File: config.mk
export PLATFORM = sky130hd
export DESIGN_NAME = shf_unit
export DESIGN_NICKNAME = d
export VERILOG_FILES = /design/src/rtl/shf_pkg.sv /design/src/rtl/shf_sat_lane.sv /design/src/rtl/shf_interleave.sv /design/src/rtl/shf_narrow.sv /design/src/rtl/shf_unit.sv
export SDC_FILE = /design/constraint.sdc
export NUM_CORES = 1
export LEC_CHECK = 0
export BUFFER_PORTS_ARGS = -buffer_cell sky130_fd_sc_hd__buf_2
export CAP_MARGIN = 5
export CELL_PAD_IN_SITES_DETAIL_PLACEMENT = 1
export CELL_PAD_IN_SITES_GLOBAL_PLACEMENT = 2
export CORE_UTILIZATION = 27
export DETAILED_ROUTE_END_ITERATION = 8
export HOLD_SLACK_MARGIN = 0.12
export PLACE_DENSITY_LB_ADDON = 0.1
export SLEW_MARGIN = 40
export SYNTH_ARGS = -nofsm -noshare
export SYNTH_HDL_FRONTEND = slang
export SYNTH_SLANG_ARGS = --single-unit
File: constraint.sdc
create_clock -name clk -period 2.8 [get_ports clk]
set_clock_uncertainty 0.1 [all_clocks]
set_input_delay 0.14 -clock clk [delete_from_list [all_inputs] [get_ports clk]]
set_output_delay 0.14 -clock clk [all_outputs]
set_load 0.01 [all_outputs]
File: src/rtl/shf_pkg.sv
package shf_pkg;

    typedef enum logic [1:0] {
        OP_ILV_LO = 2'd0,
        OP_ILV_HI = 2'd1,
        OP_NRW_S  = 2'd2,
        OP_NRW_U  = 2'd3
    } shf_op_e;

    typedef enum logic [1:0] {
        SZ_BYTE  = 2'd0,
        SZ_WORD  = 2'd1,
        SZ_DWORD = 2'd2,
        SZ_QWORD = 2'd3
    } shf_sz_e;

    typedef struct packed {
        shf_op_e op;
        shf_sz_e sz;
    } shf_ctl_t;

    // Number of granularities the interleave path supports (byte, word, dword)
    localparam int ILV_GRANS = 3;

    function automatic logic is_narrow(input shf_op_e op);
        return op == OP_NRW_S || op == OP_NRW_U;
    endfunction

    function automatic logic ctl_defined(input shf_ctl_t c);
        if (is_narrow(c.op))
            return c.sz == SZ_WORD || c.sz == SZ_DWORD;
        return c.sz != SZ_QWORD;
    endfunction

endpackage

File: src/rtl/shf_sat_lane.sv
module shf_sat_lane #(
    parameter int SRC_W = 16
) (
    input  logic [SRC_W-1:0]   src_i,
    input  logic               uns_i,
    output logic [SRC_W/2-1:0] dst_o
);
    localparam int DST_W = SRC_W / 2;
    localparam logic signed [SRC_W-1:0] SMAX = SRC_W'((1 << (DST_W - 1)) - 1);
    localparam logic signed [SRC_W-1:0] SMIN = -SMAX - 1;
    localparam logic signed [SRC_W-1:0] UMAX = SRC_W'((1 << DST_W) - 1);

    logic signed [SRC_W-1:0] val;
    assign val = signed'(src_i);

    always_comb begin
        dst_o = src_i[DST_W-1:0];
        if (uns_i) begin
            if (val < 0)
                dst_o = '0;
            else if (val > UMAX)
                dst_o = '1;
        end else begin
            if (val > SMAX)
                dst_o = {1'b0, {(DST_W-1){1'b1}}};
            else if (val < SMIN)
                dst_o = {1'b1, {(DST_W-1){1'b0}}};
        end
    end
endmodule

File: src/rtl/shf_interleave.sv
module shf_interleave
    import shf_pkg::*;
#(
    parameter int DATA_W = 64
) (
    input  logic [DATA_W-1:0] a_i,
    input  logic [DATA_W-1:0] b_i,
    input  logic              hi_i,
    input  shf_sz_e           sz_i,
    output logic [DATA_W-1:0] res_o
);
    logic [DATA_W-1:0] lo_c [ILV_GRANS];
    logic [DATA_W-1:0] hi_c [ILV_GRANS];

    for (genvar g = 0; g < ILV_GRANS; g++) begin : g_gran
        localparam int EW   = 8 << g;
        localparam int NEL  = DATA_W / EW;
        localparam int HALF = NEL / 2;
        for (genvar k = 0; k < HALF; k++) begin : g_pair
            assign lo_c[g][(2*k)*EW   +: EW] = a_i[k*EW +: EW];
            assign lo_c[g][(2*k+1)*EW +: EW] = b_i[k*EW +: EW];
            assign hi_c[g][(2*k)*EW   +: EW] = a_i[(HALF+k)*EW +: EW];
            assign hi_c[g][(2*k+1)*EW +: EW] = b_i[(HALF+k)*EW +: EW];
        end
    end

    always_comb begin
        case (sz_i)
            SZ_BYTE:  res_o = hi_i ? hi_c[0] : lo_c[0];
            SZ_WORD:  res_o = hi_i ? hi_c[1] : lo_c[1];
            SZ_DWORD: res_o = hi_i ? hi_c[2] : lo_c[2];
            default:  res_o = '0;
        endcase
    end
endmodule

File: src/rtl/shf_narrow.sv
module shf_narrow
    import shf_pkg::*;
#(
    parameter int DATA_W = 64
) (
    input  logic [DATA_W-1:0] a_i,
    input  logic [DATA_W-1:0] b_i,
    input  logic              uns_i,
    input  shf_sz_e           sz_i,
    output logic [DATA_W-1:0] res_o
);
    logic [DATA_W-1:0] cand [1:2];

    for (genvar g = 1; g <= 2; g++) begin : g_src
        localparam int SW  = 8 << g;
        localparam int DW  = SW / 2;
        localparam int NEL = DATA_W / SW;
        for (genvar k = 0; k < NEL; k++) begin : g_lane
            shf_sat_lane #(.SRC_W(SW)) u_sat_a (
                .src_i (a_i[k*SW +: SW]),
                .uns_i (uns_i),
                .dst_o (cand[g][k*DW +: DW])
            );
            shf_sat_lane #(.SRC_W(SW)) u_sat_b (
                .src_i (b_i[k*SW +: SW]),
                .uns_i (uns_i),
                .dst_o (cand[g][(NEL+k)*DW +: DW])
            );
        end
    end

    always_comb begin
        case (sz_i)
            SZ_WORD:  res_o = cand[1];
            SZ_DWORD: res_o = cand[2];
            default:  res_o = '0;
        endcase
    end
endmodule

File: src/rtl/shf_unit.sv
module shf_unit
    import shf_pkg::*;
#(
    parameter int DATA_W = 64
) (
    input  logic              clk,
    input  logic              rst,
    input  logic [DATA_W-1:0] src_a_i,
    input  logic [DATA_W-1:0] src_b_i,
    input  logic [1:0]        op_i,
    input  logic [1:0]        sz_i,
    output logic [DATA_W-1:0] res_o
);
    localparam int HALF_W = DATA_W / 2;

    shf_ctl_t          ctl;
    logic [DATA_W-1:0] ilv_res;
    logic [DATA_W-1:0] nrw_res;
    logic [DATA_W-1:0] nxt;
    logic [DATA_W-1:0] res_q;

    assign ctl.op = shf_op_e'(op_i);
    assign ctl.sz = shf_sz_e'(sz_i);

    shf_interleave #(.DATA_W(DATA_W)) u_ilv (
        .a_i   (src_a_i),
        .b_i   (src_b_i),
        .hi_i  (ctl.op == OP_ILV_HI),
        .sz_i  (ctl.sz),
        .res_o (ilv_res)
    );

    shf_narrow #(.DATA_W(DATA_W)) u_nrw (
        .a_i   (src_a_i),
        .b_i   (src_b_i),
        .uns_i (ctl.op == OP_NRW_U),
        .sz_i  (ctl.sz),
        .res_o (nrw_res)
    );

    always_comb begin
        if (!ctl_defined(ctl))
            nxt = '0;
        else if (is_narrow(ctl.op))
            nxt = nrw_res;
        else
            nxt = ilv_res;
    end

    always_ff @(posedge clk) begin
        if (rst)
            res_q <= '0;
        else
            res_q <= nxt;
    end

    assign res_o = res_q;

    // The lowest byte of A always lands at the bottom for a low interleave
    assert_ilv_lo_base_R4: assert property (@(posedge clk) disable iff (rst)
        (op_i == 2'd0 && sz_i != 2'd3) |=> res_o[7:0] == $past(src_a_i[7:0]));

    // Byte interleave-high pairs the first upper-half bytes of A and B
    assert_ilv_hi_byte_R5: assert property (@(posedge clk) disable iff (rst)
        (op_i == 2'd1 && sz_i == 2'd0) |=>
        res_o[15:0] == {$past(src_b_i[HALF_W +: 8]), $past(src_a_i[HALF_W +: 8])});

    // A large positive word clamps to the signed byte maximum
    assert_nrw_s_clamp_R6: assert property (@(posedge clk) disable iff (rst)
        (op_i == 2'd2 && sz_i == 2'd1 && $signed(src_a_i[15:0]) > 127) |=>
        res_o[7:0] == 8'h7f);

    // A negative word clamps to zero under unsigned narrowing
    assert_nrw_u_neg_R7: assert property (@(posedge clk) disable iff (rst)
        (op_i == 2'd3 && sz_i == 2'd1 && src_a_i[15]) |=> res_o[7:0] == 8'h00);

    assert_undef_zero_R8: assert property (@(posedge clk) disable iff (rst)
        ((!op_i[1] && sz_i == 2'd3) || (op_i[1] && (sz_i == 2'd0 || sz_i == 2'd3)))
        |=> res_o == '0);
endmodule

**Yosys cells after proc, flatten, opt, wreduce, memory -nomap -nowiden**

Index checks and enable logic that the tools add are counted.

- Flip-flop bits (word level): 64

- Magnitude comparators: 48
- Equal/unequal tests: 6
- Mux-type cells: 69
- Bitwise logic cells: 1
- Reduce and logical (&&, ||, !) cells: 4

Operators by type and width:

| operator | count |
|---|---|
| 2-to-1 mux 16 bit | 20 |
| 2-to-1 mux 8 bit | 40 |
| 2-to-1 mux 64 bit | 4 |
| one-hot mux 64 bit (3 select lines) | 1 |
| > comparator 16 x 8 -> 1 bit (second input constant) | 8 |
| > comparator 16 x 9 -> 1 bit (second input constant) | 8 |
| > comparator 32 x 16 -> 1 bit (second input constant) | 4 |
| > comparator 32 x 17 -> 1 bit (second input constant) | 4 |
| < comparator 16 x 1 -> 1 bit (second input constant) | 8 |
| < comparator 16 x 8 -> 1 bit (second input constant) | 8 |
| < comparator 32 x 1 -> 1 bit (second input constant) | 4 |
| < comparator 32 x 16 -> 1 bit (second input constant) | 4 |
| one-hot mux 64 bit (2 select lines) | 1 |
| equality test 2 bit (second input constant) | 3 |
| equality test 2 x 1 -> 1 bit (second input constant) | 2 |
| 2-to-1 mux 1 bit | 3 |
| zero test 2 bit | 1 |
| logical OR 1 bit | 2 |
| != test 2 bit (second input constant) | 1 |
| OR reduction 2 bit | 1 |
| NOT 1 bit | 1 |

**Logic depth before layout (Yosys ltp)**

- Depth in word-level cells: 6
- Depth in mapped cells: 9
- Gate-level depth less buffers: 7

**Modules after synthesis**

A second synthesis with hierarchy kept.

- Cell total of the unflattened synthesis: 874
- Area, all modules: 7,489.7 um2

By module, submodules not included:

| module | times used | cells an instance | area an instance (um2) |
|---|---|---|---|
| shf_unit | 1 | 225 | 2,568.7 |
| shf_interleave | 1 | 220 | 1,562.7 |
| shf_sat_lane at u_nrw.g_src[1].g_lane[0].u_sat_a ... | 8 | 18 | 162.7 |
| shf_narrow | 1 | 153 | 1,071.0 |
| shf_sat_lane at u_nrw.g_src[2].g_lane[0].u_sat_a ... | 4 | 33 | 246.5 |

**Least setup slack after synthesis**

No wires, ideal clock.

- Path kind: input port to flip-flop
- Start point: input sz_i[0]
- End point: register res_q[0], in the netlist res_o[0]
- Data arrival time: 1,917 ps
- Data required time: 2,578 ps
- Setup slack: 662 ps
- Stages on the path: 8
- Cell sequence: inv_1 -> ha_1 -> buf_2 -> or2_2 -> clkbuf_1 -> o21ai_1 -> nor3_1 -> a221o_1

- Cells in the longest elaborated chain, start to end: 6

Ends and longest elaborated chain:

| what | RTL line | text |
|---|---|---|
| start: declaration | shf_unit.sv:11 | `input logic [1:0] sz_i,` |
| equality test 2 x 1 -> 1 bit or equality test 2 bit (tied branches) | shf_pkg.sv:31, shf_interleave.sv:28, shf_narrow.sv:33 |  |
| logical OR 1 bit | shf_pkg.sv:31 | `return c.sz == SZ_WORD \|\| c.sz == SZ_DWORD;` |
| 2-to-1 mux 1 bit | shf_pkg.sv:30 | `if (is_narrow(c.op))` |
| 2-to-1 mux 1 bit | shf_pkg.sv:32 | `return c.sz != SZ_QWORD;` |
| NOT 1 bit (no line) | n/a |  |
| OR reduction 2 bit (no line) | n/a |  |
| end signal: assignment | shf_unit.sv:54 | `res_q <= nxt;` |
| end: declaration | shf_unit.sv:20 | `logic [DATA_W-1:0] res_q;` |

Parallel ways exist; a longest one is shown, timed or not. The select of a mux whose other input is x is not followed.
A chain may end at the register's enable or synchronous reset.

**Worst setup path in the final report**

- Start point: input src_a_i[31]
- End point: register res_q[3], in the netlist res_o[3]

- Cells in the longest elaborated chain, start to end: 6

Ends and longest elaborated chain:

| what | RTL line | text |
|---|---|---|
| start: declaration | shf_unit.sv:8 | `input logic [DATA_W-1:0] src_a_i,` |
| < comparator 32 x 16 -> 1 bit or > comparator 32 x 17 -> 1 bit (tied branches) | shf_sat_lane.sv:26, shf_sat_lane.sv:21 |  |
| 2-to-1 mux 16 bit, on equally long branches | shf_sat_lane.sv:26, shf_sat_lane.sv:21 |  |
| 2-to-1 mux 16 bit, on equally long branches | shf_sat_lane.sv:24, shf_sat_lane.sv:19 |  |
| 2-to-1 mux 16 bit * | shf_sat_lane.sv:18 | `if (uns_i) begin` |
| one-hot mux 64 bit (2 select lines) * | shf_narrow.sv:33 | `case (sz_i)` |
| 2-to-1 mux 64 bit * | shf_unit.sv:44 | `else if (is_narrow(ctl.op))` |

Mark *: on every way between the ends. The rest lies on a longest branch, timed or not.

==> metrics.csv <==
metric,value,unit
grt_overflow,0,
power.leakage,3.38,nW
cts_tree,yes,
routabilityCongestion,0.957,
cts_root_buffer,clkbuf_16,
wl,31.7,mm
yosysUniqueCellTypes,66,
whs,0.115,ns
initial_core_util,0.279,
area_growth,43.2,%
period_share,0.929,
die_w,144,um
hp-class,in2reg,
dr_total_vias,7527,
crit_family,simple AND/OR/NAND/NOR gates,
finalSetupTns,0,ns
relSlewSlack,0.407,
drv_slew,0,
cts_sinks,64,
netlist_area,5470,um2
nNetsFinal,1125,
synthCells,727,
async_flop_share,0,
outcome,finished clean,
drt_iter0_drc,620,
crit_buf_inv,2,
largest_reg_flops,64,
whs_endpoint,res_o[9]$_SDFF_PP0_,
worst_slew_pin_slew,0.885,ns
die_y,144,um
syn_avg_cell_area,7.53,um2
layout.cells.non_filler,1257,
synth_edf_count,0,
yosysWarnings,0,
cp.arrival,2.74,ns
syn_nets,865,
cp-start-kind,primary input,
critical_path.cell_chain,buf_2 -> or4_4 -> or2_0 -> o31ai_2 -> o21ai_1 -> a221o_1 -> dlygate4sd3_1,
dpl.cell_count,1181,
io_buffers,197,
ys.flop_type,dfxtp_1,
drtPass1Iterations,7,
ys_seq_area_frac,0.234,
cts_buffers,9,
cts_buffer_depth,2,
slowest_stage,or4_4,
max_cap_violations,0,
vias_per_cell,5.99,
dieArea,20800,um2
crit_type,in2reg,
cp_slowest_stage_delay,0.60,ns
peakVddDrop,243,uV
min_from,src_a_i[9],
pin_count,198,
holdPathStages,3,
cts-resized-gates,0,
drcViolationCount,0,
cp_max_fo,14,
setup_violations,0,
pwr_density_cell,404,nW/um2
antenna_found_initial,0,
row_count,51,
grt_usage,0.305,
grt_pass1_wl,47.0,mm
core_area,19700,um2
ctsHoldBuffers,60,
critical_path.endpoint_type,register,
place_hpwl,25.1,mm
fin_crit,2.60,ns
ys_ff_latch,64,
htreeDepth,3,
cts_setup_buffers,0,
required,2.94,ns
grt_pass1_vias,7857,
clk_pin_slew,0.06,ns
drive_above_1_share,0.296,
wire_per_inst,25.2,um
diodes,0,
grt_max_degree,34,
finalHoldViolCount,0,
rsz0062_at_grt,false,
max_freq,0.384,GHz
drtAntennaViolNets,0,
## worst min-delay path, delay by kind of cell
kind	cells	cell delay, ns
buf+inv	1	0.15
simple gates	1	0.06
compound gates	1	0.18
## cell usage in the layout, fill, tap and decap left out, types with 4 or more instances in the layout
cell type / n
mux2_2: 21
nor2_1: 40
o211ai_1: 11
dlygate4sd3_1: 60
and4_1: 5
a222oi_1: 8
o311ai_0: 5
nor4_1: 18
or3_1: 4
a22o_1: 7
buf_4: 41
a31oi_1: 19
o221ai_1: 12
a21oi_1: 71
or4_1: 7
ha_1: 4
o21ai_1: 5
nand3_1: 9
nand4_1: 17
a211oi_1: 18
nor3_1: 9
o2bb2ai_1: 6
a22oi_1: 15
o21a_1: 4
a221oi_1: 8
and3_1: 5
inv_1: 24
nand2_1: 71
a21o_1: 12
buf_2: 197
o31ai_1: 5
a221o_1: 14
clkbuf_16: 9
and2_1: 5
dfxtp_1: 64
o21ai_0: 44
o22ai_1: 24
mux2i_1: 28
o22a_1: 13
## metal layers
metal  track usage  routed length [um]  part of all wire  vias up
li1              -                   -                 -     3424
met1         0.368               13500              0.42     3722
met2         0.532               15500              0.49      310
met3        0.0437                1570             0.050       71
met4         0.138                1190             0.037        0
met5             0                   0                 0        -
## cell type report
type / count / area [um2]
well taps: 265 / 332
fillers: 2475 / 11800
multi-input cells: 587 / 3900
flip-flops and latches: 64 / 1280
inverters: 25 / 93.8
clock buffers: 10 / 229
repair buffers: 300 / 1930
clock inverters: 6 / 68.8
## cells in the mapped netlist (all sizes together) (7+ instances only)
master / count / area [um2]
a21o: 12 / 90.1
a221o: 14 / 140
o22ai: 24 / 150
a221oi: 8 / 70.1
o21ai: 49 / 245
nor4: 19 / 134
inv: 24 / 90.1
or4: 9 / 75.1
mux2i: 28 / 280
o22a: 13 / 114
o211ai: 11 / 82.6
nor3: 10 / 50.1
a211oi: 18 / 135
clkbuf: 34 / 128
a22o: 7 / 61.3
nand2: 71 / 267
a222oi: 8 / 80.1
a21oi: 72 / 364
nand4: 17 / 106
mux2: 21 / 236
a31oi: 19 / 119
nand3: 9 / 45.0
nor2: 42 / 158
dfxtp: 64 / 1280
buf: 17 / 86.3
a22oi: 15 / 113
o221ai: 12 / 105
## metrics by stage
step	util	worst slack (ns)	power [mW]	area, um2
2_1_floorplan	-	0.662	1.45	5470
3_3_place_gp	0.353	0.354	1.90	6930
3_5_place_dp	0.353	0.301	1.90	6940
4_1_cts	0.399	0.242	3.16	7830
5_1_grt	0.399	0.0775	3.29	7840
6_report	0.399	0.198	3.17	7840
## worst max path at each step
stage / endpoint / from / cells past startpoint / slack [ns]
after floorplan: res_o[0]$_SDFF_PP0_ / sz_i[0] / 8 / 0.66
after global placement: res_o[37]$_SDFF_PP0_ / op_i[1] / 7 / 0.35
after detailed placement: res_o[35]$_SDFF_PP0_ / op_i[1] / 7 / 0.30
after CTS: res_o[2]$_SDFF_PP0_ / op_i[1] / 8 / 0.24
after global routing: res_o[4]$_SDFF_PP0_ / op_i[1] / 8 / 0.08
final: res_o[3]$_SDFF_PP0_ / src_a_i[31] / 7 / 0.20
## where the power goes
group | switching, mW | internal [mW]
registers | 0.0110 | 0.952
logic | 0.611 | 0.392
clock network | 0.505 | 0.696
## cells by family after synthesis
family | count (synthesis) | share of synthesized area
AOI/OAI and AO/OA | 327 | 0.415
adders and majority gates | 4 | 0.00914
buffers and inverters | 76 | 0.0562
DFF | 64 | 0.234
muxes | 49 | 0.0944
and+or+nand+nor | 207 | 0.191
No activity file was read; power rests on OpenSTA's default activity.
